==> config.mk <==
export PLATFORM = sky130hd
export DESIGN_NAME = isp_unlock_ctrl
export DESIGN_NICKNAME = d
export VERILOG_FILES = /design/src/rtl/isp_unlock_pkg.sv /design/src/rtl/isp_key_seq.sv /design/src/rtl/isp_ctrl_reg.sv /design/src/rtl/isp_mode_tracker.sv /design/src/rtl/isp_unlock_ctrl.sv
export SDC_FILE = /design/constraint.sdc
export NUM_CORES = 1
export LEC_CHECK = 0
export BUFFER_PORTS_ARGS = -buffer_cell sky130_fd_sc_hd__buf_2
export CAP_MARGIN = 40
export CORE_AREA = 4 4 41 43
export DETAILED_ROUTE_END_ITERATION = 10
export DIE_AREA = 0 0 45 47
export PLACE_DENSITY = 0.79
export SLEW_MARGIN = 10
export SYNTH_ARGS = -nofsm -noshare
export SYNTH_HDL_FRONTEND = slang
export SYNTH_SLANG_ARGS = --single-unit
export TNS_END_PERCENT = 20
==> constraint.sdc <==
create_clock -name clk -period 2.3 [get_ports clk]
set_input_delay 0.115 -clock clk [delete_from_list [all_inputs] [get_ports clk]]
set_output_delay 0.115 -clock clk [all_outputs]
set_load 0.02 [all_outputs]
==> src/rtl/isp_unlock_pkg.sv <==
package isp_unlock_pkg;
  localparam int BYTE_W    = 8;
  localparam int BIT_SWRST = 7;
  localparam int BIT_AUX   = 4;
  localparam int BIT_BSEL  = 1;
  localparam int BIT_PEN   = 0;

  localparam logic [BYTE_W-1:0] STORE_MASK =
    BYTE_W'((1 << BIT_SWRST) | (1 << BIT_AUX) | (1 << BIT_BSEL) | (1 << BIT_PEN));

  typedef enum logic [1:0] {
    KEY_WAIT = 2'd0,
    KEY_HALF = 2'd1,
    KEY_OPEN = 2'd2
  } key_state_t;

  // next sequencer state for one key-register write
  function automatic key_state_t key_step(
    input key_state_t        cur,
    input logic [BYTE_W-1:0] d,
    input logic [BYTE_W-1:0] k1,
    input logic [BYTE_W-1:0] k2
  );
    key_state_t nxt;
    case (cur)
      KEY_WAIT: nxt = (d == k1) ? KEY_HALF : KEY_WAIT;
      KEY_HALF: nxt = (d == k2) ? KEY_OPEN : KEY_WAIT;
      KEY_OPEN: nxt = ((d == k1) || (d == k2)) ? KEY_OPEN : KEY_WAIT;
      default:  nxt = KEY_WAIT;
    endcase
    return nxt;
  endfunction

  // software reset trigger: request, loader select and programming enable
  function automatic logic swrst_armed(input logic [BYTE_W-1:0] c);
    return c[BIT_SWRST] & c[BIT_BSEL] & c[BIT_PEN];
  endfunction

  // value presented on a read of the control register
  function automatic logic [BYTE_W-1:0] ctrl_view(
    input logic [BYTE_W-1:0] c,
    input logic              status
  );
    logic [BYTE_W-1:0] v;
    v = c & STORE_MASK;
    v[BIT_SWRST] = status;
    return v;
  endfunction
endpackage

==> src/rtl/isp_key_seq.sv <==
module isp_key_seq
  import isp_unlock_pkg::*;
#(
  parameter logic [BYTE_W-1:0] KEY_FIRST  = 8'h87,
  parameter logic [BYTE_W-1:0] KEY_SECOND = 8'h59
) (
  input  logic              clk,
  input  logic              rst_n,
  input  logic              key_we,
  input  logic [BYTE_W-1:0] key_data,
  input  logic              clear,
  output key_state_t        state,
  output logic              first_seen,
  output logic              unlocked
);
  key_state_t state_q;

  always_ff @(posedge clk or negedge rst_n) begin
    if (!rst_n)       state_q <= KEY_WAIT;
    else if (clear)   state_q <= KEY_WAIT;
    else if (key_we)  state_q <= key_step(state_q, key_data, KEY_FIRST, KEY_SECOND);
  end

  assign state      = state_q;
  assign first_seen = (state_q == KEY_HALF);
  assign unlocked   = (state_q == KEY_OPEN);
endmodule

==> src/rtl/isp_ctrl_reg.sv <==
module isp_ctrl_reg
  import isp_unlock_pkg::*;
(
  input  logic              clk,
  input  logic              rst_n,
  input  logic              wr_en,
  input  logic [BYTE_W-1:0] wdata,
  input  logic              clear,
  output logic [BYTE_W-1:0] ctrl_q,
  output logic              swrst_fire
);
  logic [BYTE_W-1:0] ctrl_r;

  // only the live bit positions get a flop; the rest tie to zero
  for (genvar b = 0; b < BYTE_W; b++) begin : g_bit
    if (STORE_MASK[b]) begin : g_live
      always_ff @(posedge clk or negedge rst_n) begin
        if (!rst_n)      ctrl_r[b] <= 1'b0;
        else if (clear)  ctrl_r[b] <= 1'b0;
        else if (wr_en)  ctrl_r[b] <= wdata[b];
      end
    end else begin : g_tie
      assign ctrl_r[b] = 1'b0;
    end
  end

  assign ctrl_q     = ctrl_r;
  assign swrst_fire = swrst_armed(ctrl_r);
endmodule

==> src/rtl/isp_mode_tracker.sv <==
module isp_mode_tracker (
  input  logic clk,
  input  logic rst_n,
  input  logic prog_en,
  input  logic cpu_idle,
  input  logic wake_irq,
  input  logic clear,
  output logic loader_active,
  output logic pc_clear
);
  logic loader_q;
  logic pc_clear_q;
  logic enter;

  assign enter = prog_en & cpu_idle & wake_irq & ~loader_q;

  always_ff @(posedge clk or negedge rst_n) begin
    if (!rst_n) begin
      loader_q   <= 1'b0;
      pc_clear_q <= 1'b0;
    end else if (clear) begin
      loader_q   <= 1'b0;
      pc_clear_q <= 1'b0;
    end else begin
      loader_q   <= loader_q | enter;
      pc_clear_q <= enter;
    end
  end

  assign loader_active = loader_q;
  assign pc_clear      = pc_clear_q;
endmodule

==> src/rtl/isp_unlock_ctrl.sv <==
module isp_unlock_ctrl
  import isp_unlock_pkg::*;
#(
  parameter int                ADDR_W     = 8,
  parameter logic [ADDR_W-1:0] KEY_ADDR   = 8'hF6,
  parameter logic [ADDR_W-1:0] CTRL_ADDR  = 8'hBF,
  parameter logic [7:0]        KEY_FIRST  = 8'h87,
  parameter logic [7:0]        KEY_SECOND = 8'h59
) (
  input  logic              clk,
  input  logic              rst_n,
  input  logic [ADDR_W-1:0] sfr_addr,
  input  logic [7:0]        sfr_wdata,
  input  logic              sfr_we,
  output logic [7:0]        sfr_rdata,
  input  logic              boot_status_i,
  input  logic              cpu_idle_i,
  input  logic              wake_irq_i,
  output logic              swrst_req_o,
  output logic              auxram_en_o,
  output logic              boot_sel_o,
  output logic              prog_en_o,
  output logic              swrst_pulse_o,
  output logic              loader_active_o,
  output logic              pc_clear_o
);
  // named internal events, visible to the bound checker
  logic              key_wr_w;
  logic              ctrl_wr_w;
  logic              ctrl_wr_ok_w;
  logic              unlocked_w;
  logic              first_seen_w;
  logic              swrst_w;
  key_state_t        key_state_w;
  logic [BYTE_W-1:0] ctrl_w;

  assign key_wr_w     = sfr_we & (sfr_addr == KEY_ADDR);
  assign ctrl_wr_w    = sfr_we & (sfr_addr == CTRL_ADDR);
  assign ctrl_wr_ok_w = ctrl_wr_w & unlocked_w;

  isp_key_seq #(
    .KEY_FIRST  (KEY_FIRST),
    .KEY_SECOND (KEY_SECOND)
  ) u_key (
    .clk        (clk),
    .rst_n      (rst_n),
    .key_we     (key_wr_w),
    .key_data   (sfr_wdata),
    .clear      (swrst_w),
    .state      (key_state_w),
    .first_seen (first_seen_w),
    .unlocked   (unlocked_w)
  );

  isp_ctrl_reg u_ctrl (
    .clk        (clk),
    .rst_n      (rst_n),
    .wr_en      (ctrl_wr_ok_w),
    .wdata      (sfr_wdata),
    .clear      (swrst_w),
    .ctrl_q     (ctrl_w),
    .swrst_fire (swrst_w)
  );

  isp_mode_tracker u_mode (
    .clk           (clk),
    .rst_n         (rst_n),
    .prog_en       (ctrl_w[BIT_PEN]),
    .cpu_idle      (cpu_idle_i),
    .wake_irq      (wake_irq_i),
    .clear         (swrst_w),
    .loader_active (loader_active_o),
    .pc_clear      (pc_clear_o)
  );

  always_comb begin
    sfr_rdata = '0;
    if (sfr_addr == CTRL_ADDR) sfr_rdata = ctrl_view(ctrl_w, boot_status_i);
  end

  assign swrst_req_o   = ctrl_w[BIT_SWRST];
  assign auxram_en_o   = ctrl_w[BIT_AUX];
  assign boot_sel_o    = ctrl_w[BIT_BSEL];
  assign prog_en_o     = ctrl_w[BIT_PEN];
  assign swrst_pulse_o = swrst_w;
endmodule

# Word-level counts from Yosys, hierarchy flattened
# Index checks and enable logic that the tools add are counted.
[word_totals]
reg_bits = 8
[classes]
n_eq_ne = 6
muxes = 17
n_bitwise = 10
reduce_logical = 4
[ops]
columns = ["operator", "count"]
rows = [
  ["8-bit equality test, second input constant", 3],
  ["1-bit 2-to-1 mux", 11],
  ["1-bit bitwise AND", 8],
  ["8-bit by 7-bit equality test with 1-bit output, second input constant", 1],
  ["2-bit 2-to-1 mux", 4],
  ["8-bit 2-to-1 mux", 1],
  ["2-bit one-hot mux with 3 select lines", 1],
  ["2-bit nonzero test", 2],
  ["2-bit by 1-bit equality test with 1-bit output, second input constant", 1],
  ["2-bit equality test, second input constant", 1],
  ["2-bit zero test", 1],
  ["1-bit logical OR", 1],
  ["1-bit inverter", 1],
  ["1-bit OR", 1],
]

# Depth between registers and ports, before layout
# Gate-level depths: netlist of the first run.
[logic_depth]
word_depth = 6
depth_mapped = 4
depth_no_buf = 4

# Hierarchy
# From an unflattened synthesis of the first run, not the netlist that was laid out.
[unflattened]
cells_unflattened = 64
area_unflattened_um2 = 600.6
[modules_own_cells]
columns = ["mod", "n_inst", "cells_each", "area_per_inst_um2"]
rows = [
  ["isp_ctrl_reg", 1, 19, 200.2],
  ["isp_key_seq", 1, 18, 180.2],
  ["isp_unlock_ctrl", 1, 21, 137.6],
  ["isp_mode_tracker", 1, 6, 82.6],
]

# Least setup slack after synthesis of the first run
# OpenSTA, ideal clock, no wires.
[synth_timing]
path_kind = "register to register"
from = "reg u_ctrl.ctrl_r[0] (netlist: u_ctrl.ctrl_q[0])"
to = "reg u_key.state_q[1] (netlist: u_key.state[1])"
arrival_ns = 1.244
setup_slack_ns = 0.918
stages_incl_launch_ff = 5
n_path_buf = 1
path_cell_list = "dfrtp_1 -> and3_1 -> clkbuf_1 -> o21bai_1 -> a211oi_2"
[synth_via]
elab_chain_len = 2
word_cells_on_any_way = 3
classes_between = "1 x mux; 1 x bitwise; 1 x reduce/logical"
[synth_lines]
columns = ["element", "line_no", "text"]
rows = [
  ["from (decl)", "isp_ctrl_reg.sv:12", "logic [BYTE_W-1:0] ctrl_r;"],
  ["from (signal, indexed assignment)", "isp_ctrl_reg.sv:20", "else if (wr_en) ctrl_r[b] <= wdata[b];"],
  ["1-bit bitwise AND *", "isp_unlock_pkg.sv:36", "return c[BIT_SWRST] & c[BIT_BSEL] & c[BIT_PEN];"],
  ["net swrst_pulse_o", "isp_unlock_ctrl.sv:23", "output logic swrst_pulse_o,"],
  ["2-bit 2-to-1 mux / 2-bit nonzero test (equally long branches)", "n/a", ""],
  ["to (signal assigned)", "isp_key_seq.sv:21", "else if (key_we) state_q <= key_step(state_q, key_data, KEY_FIRST, KEY_SECOND);"],
  ["to (decl)", "isp_key_seq.sv:16", "key_state_t state_q;"],
]
# The timed path passes the listed nets; every way through them passes the cells marked *.
# A chain may end at the register's enable or synchronous reset.

# Worst setup path after layout of the first run
[layout_timing]
from = "reg u_key.state_q[0] (netlist: u_key.state[0])"
to = "reg u_key.state_q[1] (netlist: u_key.state[1])"
[layout_via]
elab_chain_len = 4
word_cells_on_any_way = 6
classes_between = "2 x eq/ne; 3 x mux; 1 x reduce/logical"
[layout_lines]
columns = ["element", "line_no", "text"]
rows = [
  ["2-bit equality test (tied with other cells)", "isp_unlock_pkg.sv:25", "case (cur)"],
  ["2-bit one-hot mux with 3 select lines *", "isp_unlock_pkg.sv:25", ""],
  ["2-bit 2-to-1 mux *", "isp_key_seq.sv:21", ""],
  ["2-bit 2-to-1 mux *", "isp_key_seq.sv:20", "else if (clear) state_q <= KEY_WAIT;"],
]
# Mark *: on every way between the ends. The rest lies on a longest branch, timed or not. The select of a mux whose other input is x is not followed.

==> results of run 1 <==
-- power by group --
part	leakage (nW)	total [mW]	internal, mW	switching, mW
combinational	0.255	0.0414	0.0184	0.0230
sequential	0.107	0.141	0.141	0.0000135
clock	0.0138	0.101	0.0593	0.0421
total	0.375	0.284	0.219	0.0651
-- state kept, by name, summed over array words and instances, names as in the netlist --
register              flops
u_key.state               2
u_mode.pc_clear           1
u_mode.loader_active      1
u_ctrl.ctrl_q             4
-- per-stage QoR --
| step | power [mW] | cell area, um^2 | setup slack (ns) | utilization, % |
|---|---|---|---|---|
| after floorplan | 0.163 | 551 | 0.918 | - |
| after global placement | 0.182 | 696 | 0.947 | 53.5 |
| after detailed placement | 0.183 | 696 | 0.886 | 53.5 |
| after CTS | 0.290 | 728 | 0.870 | 56.0 |
| after global routing | 0.303 | 728 | 0.823 | 56.0 |
| final | 0.284 | 728 | 0.862 | 56.0 |
-- cells by family (layout without fill, tap and decap cells) --
family | after synthesis | in the layout | share of synthesized area (%)
flops | 8 | 8 | 37.1
other cells | 1 | 4 | 0.695
buf+inv | 8 | 39 | 8.35
simple gates | 27 | 27 | 36.4
mux | 6 | 6 | 11.1
compound gates | 4 | 4 | 6.26
-- cell type report --
cell class | instances | area, um^2
clock buffer | 3 | 22.5
fill | 115 | 573
sequential | 8 | 200
inverter | 3 | 11.3
tap | 15 | 18.8
multi-input combinational | 41 | 305
timing repair buffer | 33 | 170
-- routing by layer --
layer,up-vias,global-route usage (%),routed length [um]
met5,-,0,0
met4,0,9.36,14
met3,2,1.92,130
met2,30,26.8,755
met1,224,14.5,491
li1,253,-,-
-- worst register-to-register path, delay by kind of cell, from the launching register on --
kind,cells,cell delay [ns]
AO/OA/AOI/OAI,2,0.54
flip-flops,1,0.41
AND/OR/NAND/NOR,2,0.40
-- cell usage in the layout (no fill, tap or decap), drive strengths merged, types with 2 or more instances in the layout --
| cell type | netlist | routed |
|---|---|---|
| nand3b | 2 | 2 |
| conb | 1 | 4 |
| mux2i | 6 | 6 |
| dfrtp | 8 | 8 |
| nor3 | 3 | 3 |
| nand3 | 3 | 3 |
| nor2 | 6 | 6 |
| and2 | 4 | 4 |
| inv | 3 | 3 |
| buf | 4 | 32 |
| clkbuf | 1 | 3 |
-- repair_timing --
action | CTS | global route
hold endpoints to repair | 8 | 0
hold buffers | 1 | 0
endpoints found under the setup margin | 0 | 0
setup buffers | 0 | 0
-- path summary, 6_finish.rpt --
kind	start	to	slack [ns]	cells after the start
max in group asynchronous	rst_n	u_key.state[0]$_DFFE_PN0P_	1.91	2
max	u_key.state[0]$_DFFE_PN0P_	u_key.state[1]$_DFFE_PN0P_	0.86	4
min	wake_irq_i	u_mode.pc_clear$_DFF_PN0_	0.16	3
min reg2reg	u_mode.loader_active$_DFF_PN0_	u_mode.pc_clear$_DFF_PN0_	0.49	1
min in group asynchronous	rst_n	u_ctrl.ctrl_q[7]$_DFFE_PN0P_	0.23	2
max reg2reg	u_key.state[0]$_DFFE_PN0P_	u_key.state[1]$_DFFE_PN0P_	0.86	4
==> impl_metrics.toml, run 1 <==
[logic_synthesis]
ys_async_sr_fraction_pct = 100
synth_area_um2 = 539
ys_dominant_reg_cell = "dfrtp_1"
synth-edff-count = 0
yosys.area.top_type = "dfrtp_1"
seq_area_frac_synth_pct = 37.1
yosysUniqueCellTypes = 25
ys_ff_latch = 8
synth_area_per_cell_um2 = 9.99
synth_top_cells_by_count = "dfrtp_1, mux2i_1, nor2_1, and2_1, buf_4"
synth.area.top_cells = "dfrtp_1, mux2i_1, buf_4"
synth_most_common_cell = "dfrtp_1"
yosys_warnings = 0
syn_inst = 54
synth_top_area_share_pct = 37.1

[die]
rows = 13
core_um2 = 1300
pin_count = 37
die_w_um = 45
start_util_pct = 41.4
die_h_um = 47
die_area_um2 = 2120

[setup_path]
worstSetupPathType = "reg2reg"
critPathTopFamily = "compound AO/OA/AOI/OAI gates"
cp_max_fo = 5
crit_chain = "and4bb_2 -> nand3_1 -> a211o_1 -> a211oi_2"
cp_data_arrival_time_ns = 1.59
slowest_stage = "dfrtp_1"
endpoint_kind = "flip-flop"
required_ns = 2.45
path_buf_inv = 0
max_stage_delay_ns = 0.41
start_kind = "flip-flop"

[drt]
routed_wl_um = 1390
vias_per_cell = 4.94
antenna_left = 0
drt_iter0_markers = 10
wl_per_cell_um = 13.5
vias = 509
firstDrtPassIters = 4
drc = 0

[global_routing]
grt.total_usage_pct = 14.2
grt_start_max_net_pins = 10
gr-total-overflow = 0
antenna_found_initial = 0
grt_pass1_wl_um = 2150
grt_pass1_vias = 498

[layout]
nets = 112
finalNonFillerCells = 103
layout-drive-gt1-share_pct = 46.6
antenna_cells = 0
syn_to_final_growth_pct = 35.0

[sta]
finalHoldViolCount = 0
skew_ns = 0.00361
fin_crit_sh_pct = 62.5
setup_violations = 0
setup_tns_ns = 0
holdWs_ns = 0.162
fmax_mhz = 695
final_max_slew_viol_count = 0
rsz0062_at_grt = "false"
min_period_ns = 1.44

[clock_tree]
insertion_delay_ns = 0.25
htree_num_levels = 1
cts_tree = "done"
cts_resized = 0
cts_max_path_buffers = 2
clk_pin_slew_ns = 0.05
clockRootBuffer = "clkbuf_4"
cts_sinks = 8
numCtsBuffers = 3

[outcome]
status = "finished clean"

[worst_hold_path]
hold_path_class = "in2reg"

[flow_run]
drv_cap = 0

[placement]
hpwlAfterDp_um = 1170
gp_congestion = 0.780
port_buffers = 32
dp.cells = 99

[power]
ir_drop_mv = 0.317
p_leak_nw = 0.375
cellPowerDensity_nw_per_um2 = 390
Note: power is estimated with default switching activity, not from simulation.
==> inputs of run 2 (changes only) <==
- CORE_AREA: 4 4 41 43 -> default
- CORE_MARGIN: default -> 4
- CORE_UTILIZATION: default -> 35
- DIE_AREA: 0 0 45 47 -> default
- PLACE_DENSITY: 0.79 -> 0.72
- clock period: 2.3 -> 1.3 ns (I/O delays scaled with it)
==> run 2 against run 1 <==
  * The run now ends with negative setup slack left
  * Wire length grew 6.1%
  * Clock-buffer cell count unchanged
  * Cell area grew 5.0%
  * Critical path type unchanged
  * Critical path depth did not move
  * Sequential cell count did not move
  * Largest cell class unchanged
  * Combinational power up 81%
==> impl_metrics.toml, run 2 (synthesis gave the netlist of run 1 again) <==
[global_routing]
gr-total-overflow = 0
antenna_found_initial = 0
grt.total_usage_pct = 15.0
grt_start_max_net_pins = 10
grt_pass1_wl_um = 2210
grt_pass1_vias = 491

[die]
pin_count = 37
core_um2 = 1380
die_area_um2 = 2230
rows = 13
die_w_um = 47.3
start_util_pct = 39.0
die_h_um = 47.3

[worst_hold_path]
hold_path_class = "in2reg"
hold_path_depth = 3

[power]
cellPowerDensity_nw_per_um2 = 673
clkPwrFrac_pct = 37.0
ir_drop_mv = 0.423
swShare_pct = 24.7
p_int_uw = 388
power_frac_seq_pct = 48.4
p_switching_uw = 127
p_leak_nw = 0.397
combPwrFrac_pct = 14.6
power_uw = 515

[sta]
timing.final.ws_setup_ns = -0.00467
fmax_mhz = 766
finalHoldViolCount = 0
skew_ns = 0.00862
setup_violations = 1
min_period_ns = 1.30
rsz0062_at_grt = "true"
final_max_slew_viol_count = 0
fin_crit_sh_pct = 100

[layout]
finalNonFillerCells = 107
layout-drive-gt1-share_pct = 51.1
antenna_cells = 0
layout_commonest_cell = "buf_2"
syn_to_final_growth_pct = 41.8
largest_reg_flops = 4
nets = 116
seqCellArea_um2 = 200
multi_input_area_um2 = 312
fillers = 125
fin_area_um2 = 764
mostFrequentLayoutCells = "buf_2, dfrtp_1, nor2_1, mux2i_1"

[clock_tree]
clk_pin_slew_ns = 0.06
cts_setup_buffers = 0
numCtsBuffers = 3
cts_tree = "done"
cts_max_path_buffers = 2
insertion_delay_ns = 0.25
htree_num_levels = 1
cts_sinks = 8
clockRootBuffer = "clkbuf_4"

[placement]
place_area_um2 = 726
hpwlAfterDp_um = 1200
port_buffers = 32
dp.cells = 103
gp_congestion = 0.813

[drt]
firstDrtPassIters = 4
drc = 0
routed_wl_um = 1480
vias = 524
antenna_left = 0
wl_per_cell_um = 13.8
vias_per_cell = 4.90
drt_iter0_markers = 9

[setup_path]
critPathTopFamily = "compound AO/OA/AOI/OAI gates"
cp_max_fo = 3
start_kind = "flip-flop"
cp_data_arrival_time_ns = 1.47
crit_cells = 4
path_buf_inv = 0
required_ns = 1.46
endpoint_kind = "flip-flop"
max_stage_delay_ns = 0.39
crit_chain = "and4bb_2 -> nand3_2 -> a211o_1 -> a211oi_2"
worstSetupPathType = "reg2reg"
slowest_stage = "dfrtp_1"
reg2reg_depth = 4

[flow_run]
drv_cap = 0

[outcome]
status = "complete, but fails checks"
violations = "negative setup slack"
==> run 2: layout make-up <==
cell class / instances / area share (%)
multi-input cells: 41 / 40.8
flip-flops and latches: 8 / 26.2
well taps: 15 / 2.45
repair buffers: 37 / 26.2
clock buffers: 3 / 2.95
inverters: 3 / 1.47
==> run 2: worst register-to-register path, delay by kind of cell, from the launching register on <==
family           cells  cell delay, ns
AND/OR/NAND/NOR      2            0.36
AO/OA/AOI/OAI        2            0.46
flip-flops           1            0.39
==> run 2: path summary, 6_finish.rpt <==
path | from | to | slack [ns]
worst max-delay path | u_key.state[0]$_DFFE_PN0P_ | u_key.state[1]$_DFFE_PN0P_ | -0.005
worst min-delay path | sfr_wdata[0] | u_ctrl.ctrl_q[0]$_DFFE_PN0P_ | 0.09
worst max register to register | u_key.state[0]$_DFFE_PN0P_ | u_key.state[1]$_DFFE_PN0P_ | -0.005
worst min register to register | u_mode.loader_active$_DFF_PN0_ | u_mode.pc_clear$_DFF_PN0_ | 0.48
max in group asynchronous | rst_n | u_key.state[1]$_DFFE_PN0P_ | 0.92
min in group asynchronous | rst_n | u_mode.loader_active$_DFF_PN0_ | 0.20
==> run 2: repair_timing <==
item | in CTS | in global routing
endpoints found under the setup margin | 2 | 6
gates resized for setup | 1 | 1
pin swaps | 4 | 3
hold buffers | 1 | 0
endpoints found under the hold margin | 8 | 0
==> run 2: stage by stage <==
stage	setup WS [ns]	setup TNS, ns	utilization (%)	hold WS, ns
6_report	-0.00467	-0.00467	55.3	0.0902
5_1_grt	-0.0898	-0.228	55.3	0.101
4_1_cts	-0.0184	-0.0228	55.2	0.0880
3_5_place_dp	-0.00806	-0.00806	52.5	-0.0810
3_3_place_gp	0.0358	0	52.5	-0.0829
2_1_floorplan	0.0272	0	-	-0.231
==> run 2: routing by layer <==
| layer | part of all wire [%] | wire [um] | vias to the layer above | track usage (%) |
|---|---|---|---|---|
| met5 | 0 | 0 | - | 0 |
| met4 | 0 | 0 | 0 | 8.29 |
| met3 | 12 | 176 | 0 | 4.21 |
| met2 | 49 | 717 | 31 | 24.9 |
| met1 | 39 | 582 | 233 | 17.1 |
| li1 | - | - | 260 | - |
==> run 2: power by group through the flow <==
stage / sequential [mW] / combinational (mW) / clock (mW)
floorplan: 0.254 / 0.0343 / 0
global placement: 0.254 / 0.0695 / 0
detailed placement: 0.254 / 0.0713 / 0
CTS: 0.249 / 0.0751 / 0.200
global route: 0.249 / 0.0831 / 0.218
finish: 0.249 / 0.0749 / 0.190
